<file path="config.mk">
export PLATFORM = sky130hd
export DESIGN_NAME = eth_desc_walker
export DESIGN_NICKNAME = d
export VERILOG_FILES = /design/src/rtl/eth_desc_pkg.sv /design/src/rtl/eth_desc_arb.sv /design/src/rtl/eth_desc_tx.sv /design/src/rtl/eth_desc_rx.sv /design/src/rtl/eth_desc_walker.sv
export SDC_FILE = /design/constraint.sdc
export NUM_CORES = 1
export LEC_CHECK = 0
export ABC_AREA = 1
export BUFFER_PORTS_ARGS = -buffer_cell sky130_fd_sc_hd__buf_2
export CAP_MARGIN = 20
export CORE_MARGIN = 4
export CORE_UTILIZATION = 45
export CTS_BUF_LIST = sky130_fd_sc_hd__clkbuf_8
export DETAILED_ROUTE_END_ITERATION = 6
export GPL_TIMING_DRIVEN = 0
export PLACE_DENSITY = 0.68
export SKIP_CTS_REPAIR_TIMING = 1
export SLEW_MARGIN = 20
export SYNTH_ARGS = -nofsm -noshare
export SYNTH_HDL_FRONTEND = slang
export SYNTH_SLANG_ARGS = --single-unit
</file>
<file path="constraint.sdc">
create_clock -name clk_i -period 2.8 [get_ports clk_i]
set_input_delay 0.84 -clock clk_i [delete_from_list [all_inputs] [get_ports clk_i]]
set_output_delay 0.84 -clock clk_i [all_outputs]
set_load 0.01 [all_outputs]
</file>
<file path="src/rtl/eth_desc_pkg.sv">
package eth_desc_pkg;
  localparam int DW       = 32;
  localparam int OWN_BIT  = 31;
  localparam int EOL_BIT  = 30;
  localparam int ERR_BIT  = 27;
  localparam int STRIDE   = 16;
  localparam logic [DW-1:0] OWN_M = 32'h1 << OWN_BIT;
  localparam logic [DW-1:0] ERR_M = 32'h1 << ERR_BIT;

  typedef enum logic [2:0] {T_IDLE, T_RD0, T_RD1, T_RD2, T_SEND, T_WB} tx_st_e;
  typedef enum logic [2:0] {R_IDLE, R_RD0, R_RD1, R_ACC, R_WB1, R_WB0} rx_st_e;
endpackage

</file>
<file path="src/rtl/eth_desc_arb.sv">
module eth_desc_arb #(
  parameter int NREQ = 2,
  parameter int AW   = 16,
  parameter int DW   = 32,
  parameter int LAT  = 2
) (
  input  logic                     clk_i,
  input  logic                     rst_ni,
  input  logic [NREQ-1:0]          req_i,
  input  logic [NREQ-1:0]          we_i,
  input  logic [NREQ-1:0][AW-1:0]  addr_i,
  input  logic [NREQ-1:0][DW-1:0]  wdata_i,
  output logic [NREQ-1:0]          gnt_o,
  output logic [NREQ-1:0]          rvalid_o,
  output logic                     mem_req_o,
  output logic                     mem_we_o,
  output logic [AW-1:0]            mem_addr_o,
  output logic [DW-1:0]            mem_wdata_o
);
  localparam int IW = (NREQ > 1) ? $clog2(NREQ) : 1;
  localparam int CW = $clog2(LAT + 1);

  logic [IW-1:0] sel, owner_q;
  logic [CW-1:0] cnt_q;
  logic          any;

  // lowest index wins
  always_comb begin
    sel = '0;
    any = 1'b0;
    for (int i = NREQ - 1; i >= 0; i--) begin
      if (req_i[i]) begin
        sel = IW'(i);
        any = 1'b1;
      end
    end
  end

  assign mem_req_o   = any && (cnt_q == '0);
  assign mem_we_o    = we_i[sel];
  assign mem_addr_o  = addr_i[sel];
  assign mem_wdata_o = wdata_i[sel];

  for (genvar g = 0; g < NREQ; g++) begin : g_port
    assign gnt_o[g]    = mem_req_o && (sel == IW'(g));
    assign rvalid_o[g] = (cnt_q == CW'(1)) && (owner_q == IW'(g));
  end

  always_ff @(posedge clk_i or negedge rst_ni) begin
    if (!rst_ni) begin
      cnt_q   <= '0;
      owner_q <= '0;
    end else if (mem_req_o && !mem_we_o) begin
      cnt_q   <= CW'(LAT);
      owner_q <= sel;
    end else if (cnt_q != '0) begin
      cnt_q <= cnt_q - 1'b1;
    end
  end

  p_one_grant_r11: assert property (@(posedge clk_i) disable iff (!rst_ni)
    $onehot0(gnt_o));
  p_read_blocks_r11: assert property (@(posedge clk_i) disable iff (!rst_ni)
    (mem_req_o && !mem_we_o) |=> !mem_req_o);
  p_one_return_r11: assert property (@(posedge clk_i) disable iff (!rst_ni)
    $onehot0(rvalid_o));
endmodule

</file>
<file path="src/rtl/eth_desc_tx.sv">
module eth_desc_tx
  import eth_desc_pkg::*;
#(
  parameter int AW = 16
) (
  input  logic          clk_i,
  input  logic          rst_ni,
  input  logic          start_i,
  input  logic [AW-1:0] base_i,
  input  logic [AW-1:0] last_i,
  output logic          run_o,
  output logic          mreq_o,
  output logic          mwe_o,
  output logic [AW-1:0] maddr_o,
  output logic [DW-1:0] mwdata_o,
  input  logic          gnt_i,
  input  logic          rvalid_i,
  input  logic [DW-1:0] rdata_i,
  output logic          frm_valid_o,
  output logic [DW-1:0] frm_addr_o,
  output logic [15:0]   frm_len_o,
  input  logic          frm_ready_i
);
  tx_st_e        st_q;
  logic          run_q, primed_q, wait_q;
  logic [AW-1:0] cur_q, next_addr;
  logic [DW-1:0] w0_q, buf_q;
  logic [15:0]   len_q;

  assign next_addr   = (w0_q[EOL_BIT] || cur_q == last_i) ? base_i : cur_q + AW'(STRIDE);
  assign run_o       = run_q;
  assign frm_valid_o = (st_q == T_SEND);
  assign frm_addr_o  = buf_q;
  assign frm_len_o   = len_q;

  always_comb begin
    mreq_o   = 1'b0;
    mwe_o    = 1'b0;
    maddr_o  = cur_q;
    mwdata_o = w0_q & ~OWN_M;
    case (st_q)
      T_RD0: mreq_o = !wait_q;
      T_RD1: begin mreq_o = !wait_q; maddr_o = cur_q + AW'(4); end
      T_RD2: begin mreq_o = !wait_q; maddr_o = cur_q + AW'(8); end
      T_WB:  begin mreq_o = 1'b1; mwe_o = 1'b1; end
      default: ;
    endcase
  end

  always_ff @(posedge clk_i or negedge rst_ni) begin
    if (!rst_ni) begin
      st_q     <= T_IDLE;
      run_q    <= 1'b0;
      primed_q <= 1'b0;
      wait_q   <= 1'b0;
      cur_q    <= '0;
      w0_q     <= '0;
      buf_q    <= '0;
      len_q    <= '0;
    end else begin
      case (st_q)
        T_IDLE: if (start_i) begin
          run_q <= 1'b1;
          st_q  <= T_RD0;
          if (!primed_q) begin
            cur_q    <= base_i;
            primed_q <= 1'b1;
          end
        end
        T_RD0, T_RD1, T_RD2: begin
          if (gnt_i) wait_q <= 1'b1;
          if (rvalid_i) begin
            wait_q <= 1'b0;
            case (st_q)
              T_RD0: begin
                w0_q <= rdata_i;
                if (!rdata_i[OWN_BIT]) begin
                  run_q <= 1'b0;
                  st_q  <= T_IDLE;
                end else st_q <= T_RD1;
              end
              T_RD1: begin len_q <= rdata_i[31:16]; st_q <= T_RD2; end
              default: begin buf_q <= rdata_i; st_q <= T_SEND; end
            endcase
          end
        end
        T_SEND: if (frm_ready_i) st_q <= T_WB;
        T_WB: if (gnt_i) begin
          cur_q <= next_addr;
          st_q  <= T_RD0;
        end
        default: st_q <= T_IDLE;
      endcase
    end
  end

  p_frame_hold_r2: assert property (@(posedge clk_i) disable iff (!rst_ni)
    (frm_valid_o && !frm_ready_i) |=> (frm_valid_o && $stable(frm_addr_o) && $stable(frm_len_o)));
  p_quiet_when_stopped_r1: assert property (@(posedge clk_i) disable iff (!rst_ni)
    !run_q |-> !mreq_o);
  p_stop_cause_r1: assert property (@(posedge clk_i) disable iff (!rst_ni)
    $fell(run_q) |-> ($past(rvalid_i) && !$past(rdata_i[OWN_BIT])));
endmodule

</file>
<file path="src/rtl/eth_desc_rx.sv">
module eth_desc_rx
  import eth_desc_pkg::*;
#(
  parameter int AW = 16
) (
  input  logic          clk_i,
  input  logic          rst_ni,
  input  logic          en_i,
  input  logic [AW-1:0] base_i,
  input  logic [AW-1:0] last_i,
  output logic          mreq_o,
  output logic          mwe_o,
  output logic [AW-1:0] maddr_o,
  output logic [DW-1:0] mwdata_o,
  input  logic          gnt_i,
  input  logic          rvalid_i,
  input  logic [DW-1:0] rdata_i,
  input  logic          frm_valid_i,
  input  logic [15:0]   frm_len_i,
  input  logic          frm_err_i,
  output logic          frm_ready_o,
  output logic          done_o,
  output logic [15:0]   len_o,
  output logic          err_o
);
  rx_st_e        st_q;
  logic          primed_q, wait_q, err_q, done_q, err_o_q;
  logic [AW-1:0] cur_q, next_addr;
  logic [DW-1:0] w0_q;
  logic [15:0]   bsize_q, len_q, len_o_q;
  logic          over;

  assign next_addr   = (w0_q[EOL_BIT] || cur_q == last_i) ? base_i : cur_q + AW'(STRIDE);
  assign over        = frm_len_i > bsize_q;
  assign frm_ready_o = (st_q == R_ACC) && frm_valid_i;
  assign done_o      = done_q;
  assign len_o       = len_o_q;
  assign err_o       = err_o_q;

  always_comb begin
    mreq_o   = 1'b0;
    mwe_o    = 1'b0;
    maddr_o  = cur_q;
    mwdata_o = (w0_q & ~OWN_M & ~ERR_M) | (err_q ? ERR_M : '0);
    case (st_q)
      R_RD0: mreq_o = !wait_q;
      R_RD1: begin mreq_o = !wait_q; maddr_o = cur_q + AW'(4); end
      R_WB1: begin
        mreq_o   = 1'b1;
        mwe_o    = 1'b1;
        maddr_o  = cur_q + AW'(4);
        mwdata_o = {bsize_q, len_q};
      end
      R_WB0: begin mreq_o = 1'b1; mwe_o = 1'b1; end
      default: ;
    endcase
  end

  always_ff @(posedge clk_i or negedge rst_ni) begin
    if (!rst_ni) begin
      st_q     <= R_IDLE;
      primed_q <= 1'b0;
      wait_q   <= 1'b0;
      cur_q    <= '0;
      w0_q     <= '0;
      bsize_q  <= '0;
      len_q    <= '0;
      err_q    <= 1'b0;
      done_q   <= 1'b0;
      len_o_q  <= '0;
      err_o_q  <= 1'b0;
    end else begin
      done_q <= 1'b0;
      case (st_q)
        R_IDLE: if (en_i && frm_valid_i) begin
          st_q <= R_RD0;
          if (!primed_q) begin
            cur_q    <= base_i;
            primed_q <= 1'b1;
          end
        end
        R_RD0, R_RD1: begin
          if (gnt_i) wait_q <= 1'b1;
          if (rvalid_i) begin
            wait_q <= 1'b0;
            if (st_q == R_RD0) begin
              w0_q <= rdata_i;
              st_q <= rdata_i[OWN_BIT] ? R_RD1 : R_IDLE;
            end else begin
              bsize_q <= rdata_i[31:16];
              st_q    <= R_ACC;
            end
          end
        end
        R_ACC: if (frm_valid_i) begin
          len_q <= over ? bsize_q : frm_len_i;
          err_q <= frm_err_i || over;
          st_q  <= R_WB1;
        end else st_q <= R_IDLE;
        R_WB1: if (gnt_i) st_q <= R_WB0;
        R_WB0: if (gnt_i) begin
          done_q  <= 1'b1;
          len_o_q <= len_q;
          err_o_q <= err_q;
          cur_q   <= next_addr;
          st_q    <= R_IDLE;
        end
        default: st_q <= R_IDLE;
      endcase
    end
  end

  p_done_pulse_r10: assert property (@(posedge clk_i) disable iff (!rst_ni)
    done_q |=> !done_q);
  p_len_fits_r7: assert property (@(posedge clk_i) disable iff (!rst_ni)
    done_q |-> (len_o_q <= bsize_q));
  p_stay_off_r6: assert property (@(posedge clk_i) disable iff (!rst_ni)
    (st_q == R_IDLE && !en_i) |=> (st_q == R_IDLE && !mreq_o));
endmodule

</file>
<file path="src/rtl/eth_desc_walker.sv">
module eth_desc_walker
  import eth_desc_pkg::*;
#(
  parameter int AW      = 16,
  parameter int MEM_LAT = 2
) (
  input  logic          clk_i,
  input  logic          rst_ni,
  input  logic [AW-1:0] tx_base_i,
  input  logic [AW-1:0] tx_last_i,
  input  logic          tx_start_i,
  output logic          tx_run_o,
  output logic          tx_frm_valid_o,
  output logic [31:0]   tx_frm_addr_o,
  output logic [15:0]   tx_frm_len_o,
  input  logic          tx_frm_ready_i,
  input  logic [AW-1:0] rx_base_i,
  input  logic [AW-1:0] rx_last_i,
  input  logic          rx_en_i,
  input  logic          rx_frm_valid_i,
  input  logic [15:0]   rx_frm_len_i,
  input  logic          rx_frm_err_i,
  output logic          rx_frm_ready_o,
  output logic          rx_done_o,
  output logic [15:0]   rx_len_o,
  output logic          rx_err_o,
  output logic          mem_req_o,
  output logic          mem_we_o,
  output logic [AW-1:0] mem_addr_o,
  output logic [31:0]   mem_wdata_o,
  input  logic [31:0]   mem_rdata_i
);
  localparam int NREQ = 2;

  logic [NREQ-1:0]         req, we, gnt, rvalid;
  logic [NREQ-1:0][AW-1:0] addr;
  logic [NREQ-1:0][DW-1:0] wdata;

  eth_desc_tx #(.AW(AW)) u_tx (
    .clk_i, .rst_ni,
    .start_i     (tx_start_i),
    .base_i      (tx_base_i),
    .last_i      (tx_last_i),
    .run_o       (tx_run_o),
    .mreq_o      (req[0]),
    .mwe_o       (we[0]),
    .maddr_o     (addr[0]),
    .mwdata_o    (wdata[0]),
    .gnt_i       (gnt[0]),
    .rvalid_i    (rvalid[0]),
    .rdata_i     (mem_rdata_i),
    .frm_valid_o (tx_frm_valid_o),
    .frm_addr_o  (tx_frm_addr_o),
    .frm_len_o   (tx_frm_len_o),
    .frm_ready_i (tx_frm_ready_i)
  );

  eth_desc_rx #(.AW(AW)) u_rx (
    .clk_i, .rst_ni,
    .en_i        (rx_en_i),
    .base_i      (rx_base_i),
    .last_i      (rx_last_i),
    .mreq_o      (req[1]),
    .mwe_o       (we[1]),
    .maddr_o     (addr[1]),
    .mwdata_o    (wdata[1]),
    .gnt_i       (gnt[1]),
    .rvalid_i    (rvalid[1]),
    .rdata_i     (mem_rdata_i),
    .frm_valid_i (rx_frm_valid_i),
    .frm_len_i   (rx_frm_len_i),
    .frm_err_i   (rx_frm_err_i),
    .frm_ready_o (rx_frm_ready_o),
    .done_o      (rx_done_o),
    .len_o       (rx_len_o),
    .err_o       (rx_err_o)
  );

  eth_desc_arb #(.NREQ(NREQ), .AW(AW), .DW(DW), .LAT(MEM_LAT)) u_arb (
    .clk_i, .rst_ni,
    .req_i       (req),
    .we_i        (we),
    .addr_i      (addr),
    .wdata_i     (wdata),
    .gnt_o       (gnt),
    .rvalid_o    (rvalid),
    .mem_req_o   (mem_req_o),
    .mem_we_o    (mem_we_o),
    .mem_addr_o  (mem_addr_o),
    .mem_wdata_o (mem_wdata_o)
  );
endmodule

</file>
* Word level (Yosys, flattened, before mapping)
Cells that the tools add are included.
** Storage, ports and cells
- Bits in registers :: 207
- Input port bits :: 119
- Output and inout bits :: 119
** Cells by class
- Add/subtract/negate cells :: 6
- Magnitude comparators :: 2
- Equal/unequal tests :: 25
- Muxes and demuxes :: 55
- Bitwise logic cells :: 5
- Reduce and logical (&&, ||, !) cells :: 45
** Operators by type and width (count)
- $mux W16 :: 12
- $mux W32 :: 3
- $pmux W16 S2 :: 3
- $add A16 B3 Y16 const B :: 2
- $add A16 B5 Y16 const B :: 2
- $eq A16 B16 Y1 :: 2
- $or A31 B28 Y31 :: 1
- $mux W3 :: 10
- $mux W28 :: 1
- $mux W1 :: 17
- $add A16 B4 Y16 const B :: 1
- $gt A16 B16 Y1 :: 1
- $ne A2 B1 Y1 const B :: 8
- $reduce_and A4 Y1 :: 4
- $pmux W3 S5 :: 1
- $reduce_and A3 Y1 :: 5
- $reduce_bool A2 Y1 :: 7
- $eq A3 B2 Y1 const B :: 4
- $eq A3 B3 Y1 const B :: 4
- $pmux W3 S4 :: 1
- $reduce_and A2 Y1 :: 6
- $logic_and A1 B1 Y1 :: 8
- $ne A2 B2 Y1 const B :: 4
- $reduce_or A2 Y1 :: 4
- 14 further kinds :: 27

* Longest topological paths before layout
Gate-level depths: netlist of the first run.
- Depth after elaboration :: 10
- Gate-level depth with buffers :: 16
- Mapped depth without buffers :: 15

* Cells and area by module
Synthesis of the first run repeated with hierarchy kept, for this count alone.
** Second synthesis, totals
- Cells, all modules :: 1681
- Area total of the unflattened synthesis :: 11735.0 um^2
** By module, submodules not included
- eth_desc_rx :: instances 1, cells an instance 842, area an instance 5941.9 um^2
- eth_desc_tx :: instances 1, cells an instance 652, area an instance 4968.5 um^2
- eth_desc_arb :: instances 1, cells an instance 187, area an instance 824.5 um^2

* Worst setup path before layout of the first run
OpenSTA, ideal clock, no wires.
- Path kind :: register to output
- Start point :: reg u_rx.cur_q[4]
- End point :: out mem_addr_o[10]
- Arrival :: 1577 ps
- Setup slack :: 383 ps
- Stages on the path, launching flop included :: 7
- Cell sequence :: dfrtp_1 -> ha_1 -> nand2_1 -> nor3_1 -> nand2_1 -> xor2_1 -> o21ai_0
** On the way
- Longest elaborated chain between the ends :: 4
** RTL lines
- start: declaration :: line eth_desc_rx.sv:28 : logic [AW-1:0] cur_q, next_addr;
- start signal: assignment :: line eth_desc_rx.sv:78 : cur_q <= base_i;
- start signal: assignment :: line eth_desc_rx.sv:105 : cur_q <= next_addr;
- $add A16 B3 Y16 :: line eth_desc_rx.sv:47, eth_desc_rx.sv:51
- $mux W16
- $mux W16 (not written as such) (2 in a row) :: line eth_desc_arb.sv:41 : assign mem_addr_o = addr_i[sel];
- end: declaration :: line eth_desc_walker.sv:29 : output logic [AW-1:0] mem_addr_o,
No other way between the ends. The select of a mux whose other input is x is not followed.

* Worst setup path after layout of the first run
- Start point :: reg u_tx.st_q[2]
- End point :: out mem_addr_o[3]
** On the way
- Longest elaborated chain between the ends :: 6
- Elaborated cells between the ends (all ways) :: 10
- Classes of those cells :: 4 x eq/ne; 5 x mux; 1 x reduce/logical
** RTL lines
- start: declaration :: line eth_desc_tx.sv:24 : tx_st_e st_q;
- start signal: assignment :: line eth_desc_tx.sv:52 : st_q <= T_IDLE;
- start signal: assignment :: line eth_desc_tx.sv:64 : st_q <= T_RD0;
- start signal: assignment :: line eth_desc_tx.sv:79 : st_q <= T_IDLE;
- $eq A3 B2 Y1 or $eq A3 B1 Y1 (tied branches) :: line eth_desc_tx.sv:41 : case (st_q)
- $reduce_or A3 Y1
- $pmux W1 S2 :: line eth_desc_tx.sv:41
- $mux W1 :: line eth_desc_arb.sv:32 : if (req_i[i]) begin
- $mux W16 (not written as such) (*) (2 in a row) :: line eth_desc_arb.sv:41
Mark *: on every way between the ends. The rest lies on a longest branch, timed or not. The select of a mux whose other input is x is not followed.

==> metrics, run 1 <==
iteration-0 DRC count of the detailed router=around 850; worst-skew pair later-pin latency=0.54 ns; crit end category=output pin; headroom to the max-slew limit=57.0%; Initial Util=45.6%; vias in the first global route=about 11000; gpl congestion=0.952; Core ar.=between 20000 and 30000 sq um; Ports=238; Final Util=59.8%; initial antenna violation count=3; Fin. Hold Viols=0; CTS tree=built; startpoint types=flop; count leader, synth=nand2_1; FP Rows=58; most used cell, CP=nand2_4; antenna viol nets, final=0; Power per Cell Area=1100 nW/um^2; Post-Syn Area=11400 sq um; Comb power frac=50.7%; pins over their slew limit=0; # placed instances=2140; Power Total=16.5 mW; EDFF count, synth=0; Seq/Total Area, Yosys=45.0%; post-synth cell types=42; # port buffers=roughly 240; DP HPWL=roughly 28 mm; synthesis-stage register bit count=206; Peak VDD IR=0.754 mV; Die W=167 um; Max Clock Skew=0.0116 ns; Register Area=around 5200 sq um; CP max-delay cell=dfrtp_1; dominant cells by area after synthesis=dfrtp_1 (45%), nand2_1 (19%), o21ai_0 (6.6%), inv_1 (5.7%), nand3_1 (4.3%); Max clock buf depth=3; max incr delay on CP=0.38 ns; RSZ-0062 raised after global routing=yes; Final Setup Violations=50; multi-input logic area=between 5000 and 6000 sq um; syn_area_per_cell=between 7 and 8 sq um; Final Non-Filler Cells=2243; Final Cycle Share=113%; Worst Tran Pin Value=roughly 0.64 ns; grt ovf=0; min setup slack post-route=-0.367 ns; largest net degree at the start of global routing=98; P_sw=7.22 mW; Tot GR Track Use=~25%; WS Path Type=reg -> out; DR vias=11500; Fmax=between 300 and 400 MHz; fin nets=2033; clock-pin slew on the worst setup and hold paths=0.07 ns; Total Routed Length=37.9 mm; die height=167 um; share of the synthesized area in the top cell type=45.0%; HP Class=in -> async; DRC Markers=0; H-tree Lvls=2; CTS buffer count=36; Sw Share=43.8%; die area=approximately 28000 sq um; P&R area growth vs syn=31.1%; predominant post-synthesis flop cell=dfrtp_1; Worst EP arrival=between 2 and 2.5 ns; 1st-pass router iterations=5; Cells after Synth=1571; first-pass GRT wire length=slightly below 60 mm; failing checks=setup timing; per-cell routed wire length=between 15 and 20 um; Yosys top cell by area=dfrtp_1; clock root cell=clkbuf_8; Min Clock Period, post-route=3.17 ns; Syn. warnings=0; crit-path max FO=8; share of layout cells above drive strength 1=26.3%; P_int=roughly 9 mW; Synth top cells by count=nand2_1 (584), dfrtp_1 (206), inv_1 (175), o21ai_0 (152), nand3_1 (98); Leakage=8.10 nW; CTS sink count=slightly above 200; clock share of power=17.7%; Seq pwr share=a little under a third; Via density=a little over 5; Max Cap Violations=0; critical-path cell list=inv_2, nand2_4, nand2_4, a21oi_4, nand2_8, inv_16, buf_12, o211ai_1, o21ai_1, buf_2; status=finished, violations left; fill count=2385; syn nets=1713; worst path required time=between 1.5 and 2 ns; fraction of registers with async set/reset=between 90% and 100%
## flip-flops by register name, indices dropped and copies added, names as in the netlist, 2 cells and up
register and cells:
u_tx.w0_q 31, u_tx.st_q 3, u_rx.len_o 16, u_rx.len_q 16, u_arb.cnt_q 2, u_tx.frm_len_o 16, u_tx.cur_q 16, u_tx.frm_addr_o 32
u_rx.st_q 3, u_rx.cur_q 16, u_rx.w0_q 30, u_rx.bsize_q 16
## worst max-delay path, delay by kind of cell, from the launching register on
kind / cells / cell delay [ns]
AOI/OAI and AO/OA: 3 / 0.50
buffers and inverters: 4 / 0.55
DFF: 1 / 0.38
and+or+nand+nor: 3 / 0.37
## cell type report
class                           instances  share of cell area, %
Inverter                              187                   4.86
Sequential cell                       206                   34.4
Antenna cell                            2                 0.0333
Timing Repair Buffer                  282                   11.3
Buffer                                 65                   2.99
Clock inverter                         10                  0.600
Tap cell                              330                   2.75
Clock buffer                           48                   4.40
Timing Repair inverter                  1                 0.0584
Multi-Input combinational cell       1112                   38.6
## cells by family after synthesis
logic type / Yosys count / share of synthesized area, %
AOI/OAI and AO/OA: 232 / 11.1
xor gates and xnor gates: 34 / 2.60
adders and majority gates: 23 / 2.51
buffers and inverters: 253 / 9.07
DFF: 206 / 45.0
muxes: 1 / 0.0874
and+or+nand+nor: 822 / 29.6
## layer usage
metal	share of wire (%)	global-route usage (%)	vias up
li1	-	-	5601
met1	43	35.1	5403
met2	47	41.3	416
met3	8.2	5.74	62
met4	1.8	5.68	4
met5	0.050	0	-
## metrics by stage
| step | instance area (sq um) | worst slack [ns] | TNS (ns) | hold WS, ns |
|---|---|---|---|---|
| 2_1_floorplan | 11400 | 0.383 | 0 | 0.427 |
| 5_1_grt | 15000 | -0.446 | -19.24 | 0.132 |
| 3_5_place_dp | 13100 | -0.152 | -2.45 | 0.446 |
| 6_report | 15000 | -0.367 | -14.01 | 0.145 |
| 3_3_place_gp | 13000 | -2.75 | -563.41 | 0.441 |
| 4_1_cts | 13900 | -0.730 | -29.13 | 0.130 |
## path summary, 6_finish.rpt
kind | start | end | slack, ns | depth (start not counted)
min | rst_ni | u_rx.cur_q[7]$_DFFE_PN0P_ | 0.14 | 1
min in group clk_i | u_tx.primed_q$_DFFE_PN0P_ | u_tx.primed_q$_DFFE_PN0P_ | 0.46 | 2
max in group asynchronous | rst_ni | u_tx.frm_addr_o[9]$_DFFE_PN0P_ | 1.45 | 3
max reg2reg | u_rx.bsize_q[15]$_DFFE_PN0P_ | u_rx.len_q[7]$_DFFE_PN0P_ | 0.55 | 11
max | u_tx.st_q[2]$_DFFE_PN0P_ | mem_addr_o[3] | -0.37 | 10
min reg2reg | u_tx.primed_q$_DFFE_PN0P_ | u_tx.primed_q$_DFFE_PN0P_ | 0.46 | 2
## cell usage in the layout (no fill, tap or decap), drive strengths merged, types with 4 or more instances in the layout
cell type,Yosys,layout
nor3,12,12
a21oi,27,27
nand2,598,598
dfrtp,206,206
nor2,97,97
a31oi,31,31
buf,32,312
nand4,13,13
clkbuf,34,83
xor2,30,30
o21ai,158,158
inv,186,191
xnor2,4,4
ha,23,23
o21bai,5,5
nand3,100,100
o211ai,4,4
## power groups by stage
| stage | clock network, mW | registers [mW] | logic, mW |
|---|---|---|---|
| 2_1_floorplan | 0 | 5.03 | 4.17 |
| 3_3_place_gp | 0 | 5.08 | 6.53 |
| 3_5_place_dp | 0 | 5.11 | 6.69 |
| 4_1_cts | 2.96 | 5.08 | 6.72 |
| 5_1_grt | 3.12 | 5.34 | 9.18 |
| 6_report | 2.92 | 5.20 | 8.34 |
(Power assumes the default switching activity.)
==> inputs of run 2 (changes only) <==
RECOVER_POWER = 25   (was default)
==> metrics, run 2 (synthesized netlist as in run 1, its figures left out) <==
Final Non-Filler Cells=2242; crit end category=output pin; Core ar.=25100 sq um; Total Routed Length=37.9 mm; FP Rows=58; Critical Path Source=u_tx.st_q[2]$_DFFE_PN0P_; Peak VDD IR=~0.75 mV; Worst Tran Pin Value=1.46 ns; crit-path max FO=8; worst path required time=1.96 ns; Final Setup Violations=50; hold_sp=u_tx.primed_q$_DFFE_PN0P_; Die W=167 um; DR vias=11500; 1st-pass router iterations=5; share of layout cells above drive strength 1=26.3%; iteration-0 DRC count of the detailed router=907; startpoint types=flop; clock root cell=clkbuf_8; Max Clock Skew=0.0151 ns; WS Path Type=reg -> out; Worst EP arrival=approximately 2.3 ns; HP Class=reg -> reg; met2 Use GR=41.3%; RSZ-0062 raised after global routing=yes; Largest register FFs=32; grt ovf=0; per-cell routed wire length=between 15 and 20 um; first-pass GRT wire length=58.0 mm; final non-filler cell area=15000 sq um; Power Total=16.5 mW; die area=28100 sq um; Via density=around 5; antenna viol nets, final=0; # placed instances=2140; headroom to the max-slew limit=2.89%; # port buffers=237; status=finished, violations left; Ports=238; die height=167 um; pins over their slew limit=0; Leakage=around 8.1 nW; CTS tree=built; Max clock buf depth=3; failing checks=setup timing; worst-skew pair later-pin latency=0.53 ns; largest net degree at the start of global routing=98; Tot GR Track Use=between 20% and 30%; Initial Util=between 40 and 50%; grt peak-use layer=met2; fill count=between 2000 and 2500; multi-input logic area=5790 sq um; initial antenna violation count=3; P&R area growth vs syn=30.8%; dpl ws=-0.152 ns; Power per Cell Area=1100 nW/um^2; Register Area=5170 sq um; Final Cycle Share=113%; DP HPWL=27.6 mm; Cell Area, Placed=roughly 13000 sq um; fin nets=2033; Sum Neg Setup Slack=-13.98 ns; min setup slack post-route=-0.365 ns; Fmax=~320 MHz; Min Clock Period, post-route=3.17 ns; reg2reg start=u_rx.bsize_q[15]$_DFFE_PN0P_; clock-pin slew on the worst setup and hold paths=0.06 ns; grt met1 use=35.1%; CTS buffer count=36; Max Cap Violations=0; most frequent cells in the layout=nand2_1 (573), buf_2 (244), dfrtp_1 (197); H-tree Lvls=2; gpl congestion=0.952; M3 GR Usage=between 5 and 6%; CTS sink count=just over 200; most common cell after layout, fill and taps aside=nand2_1; Fin. Hold Viols=0; DRC Markers=0; vias in the first global route=10900
[run 2: changes by cell type in the layout (fill, tap and decap cells not counted), sizes merged]
cell	before	now
clkbuf	83	84
buf	312	311
diode	2	1
[run 2: through the flow]
step | utilization (%) | hold WS (ns)
after detailed placement | 52.2 | 0.446
final | 59.6 | 0.458
after floorplan | - | 0.427
after CTS | 55.2 | 0.130
after global placement | 52.0 | 0.441
after global routing | 59.6 | 0.496
[run 2: path summary, 6_finish.rpt]
path / to / slack (ns) / cells after the start
max: mem_addr_o[3] / -0.37 / 10
min: u_tx.primed_q$_DFFE_PN0P_ / 0.46 / 2
max reg2reg: u_rx.len_q[7]$_DFFE_PN0P_ / 0.53 / 11
min reg2reg: u_tx.primed_q$_DFFE_PN0P_ / 0.46 / 2
max in group asynchronous: u_tx.w0_q[10]$_DFFE_PN0P_ / 0.22 / 3
min in group asynchronous: u_rx.cur_q[7]$_DFFE_PN0P_ / 0.64 / 1
[run 2: layout make-up]
class	instances	share of cell area [%]
multi-input cells	1112	38.6
inverters	187	4.87
clock buffers	48	4.41
repair inverters	1	0.0585
repair buffers	282	11.2
plain buffers	65	3.00
clock inverters	10	0.602
well taps	330	2.76
flip-flops and latches	206	34.5
diodes	1	0.0167
[run 2: worst max-delay path, stage by stage (launching register included)]
cell	delay (ns)
dfrtp_1	0.38
inv_2	0.08
nand2_4	0.13
nand2_4	0.08
a21oi_4	0.25
nand2_8	0.16
inv_16	0.14
buf_12	0.14
o211ai_1	0.09
o21ai_1	0.16
buf_2	0.19
[run 2: report_power, final]
group	internal [mW]	total (mW)	switching, mW
clock	1.63	2.92	1.29
combinational	3.40	8.33	4.93
sequential	4.21	5.20	0.993
[run 2: metal layers]
metal / share of wire (%) / wire (um)
met1: 43 / 16300
met2: 47 / 17900
met3: 7.8 / 2980
met4: 1.8 / 700
met5: 0.050 / 19
==> inputs of run 3 (changes only) <==
CORE_MARGIN = 10   (was 4)
==> metrics, run 3 (synthesized netlist as in run 1, its figures left out) <==
Fmax=317 MHz; Peak VDD IR=0.624 mV; Worst Tran Pin Value=2.07 ns; crit end category=output pin; most used cell, CP=nand2_4; iteration-0 DRC count of the detailed router=1069; die area=32200 sq um; CP max-delay cell=dfrtp_1; Final Non-Filler Cells=2261; Sum Neg Setup Slack=-12.67 ns; status=finished, violations left; clock share of power=19.9%; crit-path leading delay family=simple AND/OR/NAND/NOR gates; Hold Slack=0.463 ns; per-cell routed wire length=17.4 um; Largest register FFs=32; CTS tree=built; Die W=179 um; worst path required time=1.96 ns; WS Path Type=reg -> out; min setup slack post-route=-0.353 ns; Power per Cell Area=1100 nW/um^2; P_sw=a little over 7 mW; critical-path cell list=buf_6, nor2_4, nand2_4, buf_4, nand2_4, nand2_4, nor2_4, xor2_1, nor2_1, nor2_1, buf_2; Core ar.=25100 sq um; CTS buffer count=38; failing checks=capacitance limit, slew limit, setup timing; FP Rows=58; die height=179 um; fill count=2337; CTS sink count=206; Critical Path Source=u_rx.st_q[2]$_DFFE_PN0P_; Fin. Hold Viols=0; Final Cycle Share=113%; first-pass GRT wire length=60.3 mm; fin nets=a little over 2000; reg2reg start=u_rx.bsize_q[15]$_DFFE_PN0P_; vias in the first global route=roughly 11000; P_int=approximately 9.3 mW; Total Routed Length=39.3 mm; initial antenna violation count=3; Min Clock Period, post-route=3.15 ns; dpl ws=-0.163 ns; worst-skew pair later-pin latency=0.54 ns; Via density=5.13; max incr delay on CP=0.37 ns; Tot GR Track Use=22.8%; most common cell after layout, fill and taps aside=nand2_1; Initial Util=around 46%; share of layout cells above drive strength 1=26.1%; clock root cell=clkbuf_8; Ports=around 240; antenna viol nets, final=0; Max Clock Skew=0.0313 ns; RSZ-0062 raised after global routing=yes; Worst EP arrival=2.31 ns; P&R area growth vs syn=30.3%; clock-pin slew on the worst setup and hold paths=roughly 0.060 ns; hold_sp=u_tx.primed_q$_DFFE_PN0P_; Max Cap Violations=1; most frequent cells in the layout=nand2_1 (569), buf_2 (245), dfrtp_1 (193); gpl congestion=about 0.91; # port buffers=237; largest net degree at the start of global routing=80; # placed instances=2140; 1st-pass router iterations=6; grt ovf=0; Final Setup Violations=49; Buf/Inv on CP=3; startpoint types=flop; DP HPWL=29.1 mm; pins over their slew limit=75; Max clock buf depth=3; Sw Share=43.3%; DRC Markers=0; headroom to the max-slew limit=-38.1%; H-tree Lvls=2; Seq pwr share=a little under a third; DR vias=approximately 12000; HP Class=reg -> reg; crit-path max FO=6; Comb power frac=48.5%; Leakage=just over 8 nW
-- run 3: cell count changes in the layout (fill, tap and decap cells not counted), moves of 4 or more --
cell and change:
nor2_2 -9, a31oi_1 +10, dfrtp_2 +4, nor2_1 +20
nor2_4 -11, nand2_1 -4, a31oi_2 -8, buf_4 +8
clkinv_2 +5, nand2_4 +5, dfrtp_1 -4
-- run 3: stage by stage --
stage | total power, mW | util, % | area, sq um
finish | 16.4 | 59.4 | 14900
global route | 17.5 | 59.4 | 14900
CTS | 15.2 | 55.7 | 14000
detailed placement | 11.9 | 52.2 | 13100
global placement | 11.7 | 52.0 | 13000
floorplan | 9.20 | - | 11400
-- run 3: final timing paths --
check,end,slack (ns),cells after the start
worst min register to register,u_tx.primed_q$_DFFE_PN0P_,0.46,2
worst min-delay path,u_tx.primed_q$_DFFE_PN0P_,0.46,2
min in group asynchronous,u_rx.cur_q[0]$_DFFE_PN0P_,0.85,1
max in group asynchronous,u_tx.w0_q[27]$_DFFE_PN0P_,0.38,3
worst max-delay path,mem_addr_o[6],-0.35,11
worst max register to register,u_rx.len_q[13]$_DFFE_PN0P_,0.51,11
-- run 3: power groups by stage --
stage / clock network [mW] / registers (mW) / logic [mW]
floorplan: 0 / 5.03 / 4.17
finish: 3.26 / 5.17 / 7.93
global route: 3.46 / 5.31 / 8.77
CTS: 3.32 / 5.08 / 6.78
detailed placement: 0 / 5.12 / 6.75
global placement: 0 / 5.09 / 6.62
-- run 3: layout make-up --
cell class	count	area, sq um	share of cell area (%)
clock buffer	48	661	4.43
clock inverter	22	210	1.41
buffer	65	424	2.84
inverter	187	731	4.90
multi-input combinational	1112	5630	37.7
antenna	2	5.00	0.0336
timing repair inverter	1	8.76	0.0587
sequential	206	5170	34.7
tap	330	413	2.77
timing repair buffer	288	1660	11.2
-- run 3: worst register-to-register path, stage by stage, from the launching register on --
cell and delay [ns]:
dfrtp_1 0.35, inv_1 0.17, ha_1 0.30, a21oi_1 0.14, o21ai_0 0.10, nor2_1 0.14
nand2_1 0.18, nand2_1 0.26, buf_2 0.27, nand2_1 0.07, nand3_1 0.12, nand2_1 0.07
-- run 3: layer usage --
layer  wire length, um  global-route usage, %  vias to the layer above
met5                27                      0                        -
li1                  -                      -                     5639
met3              2900                   5.20                       66
met2             18300                   36.5                      457
met4               845                   5.89                        4
met1             17300                   30.4                     5440
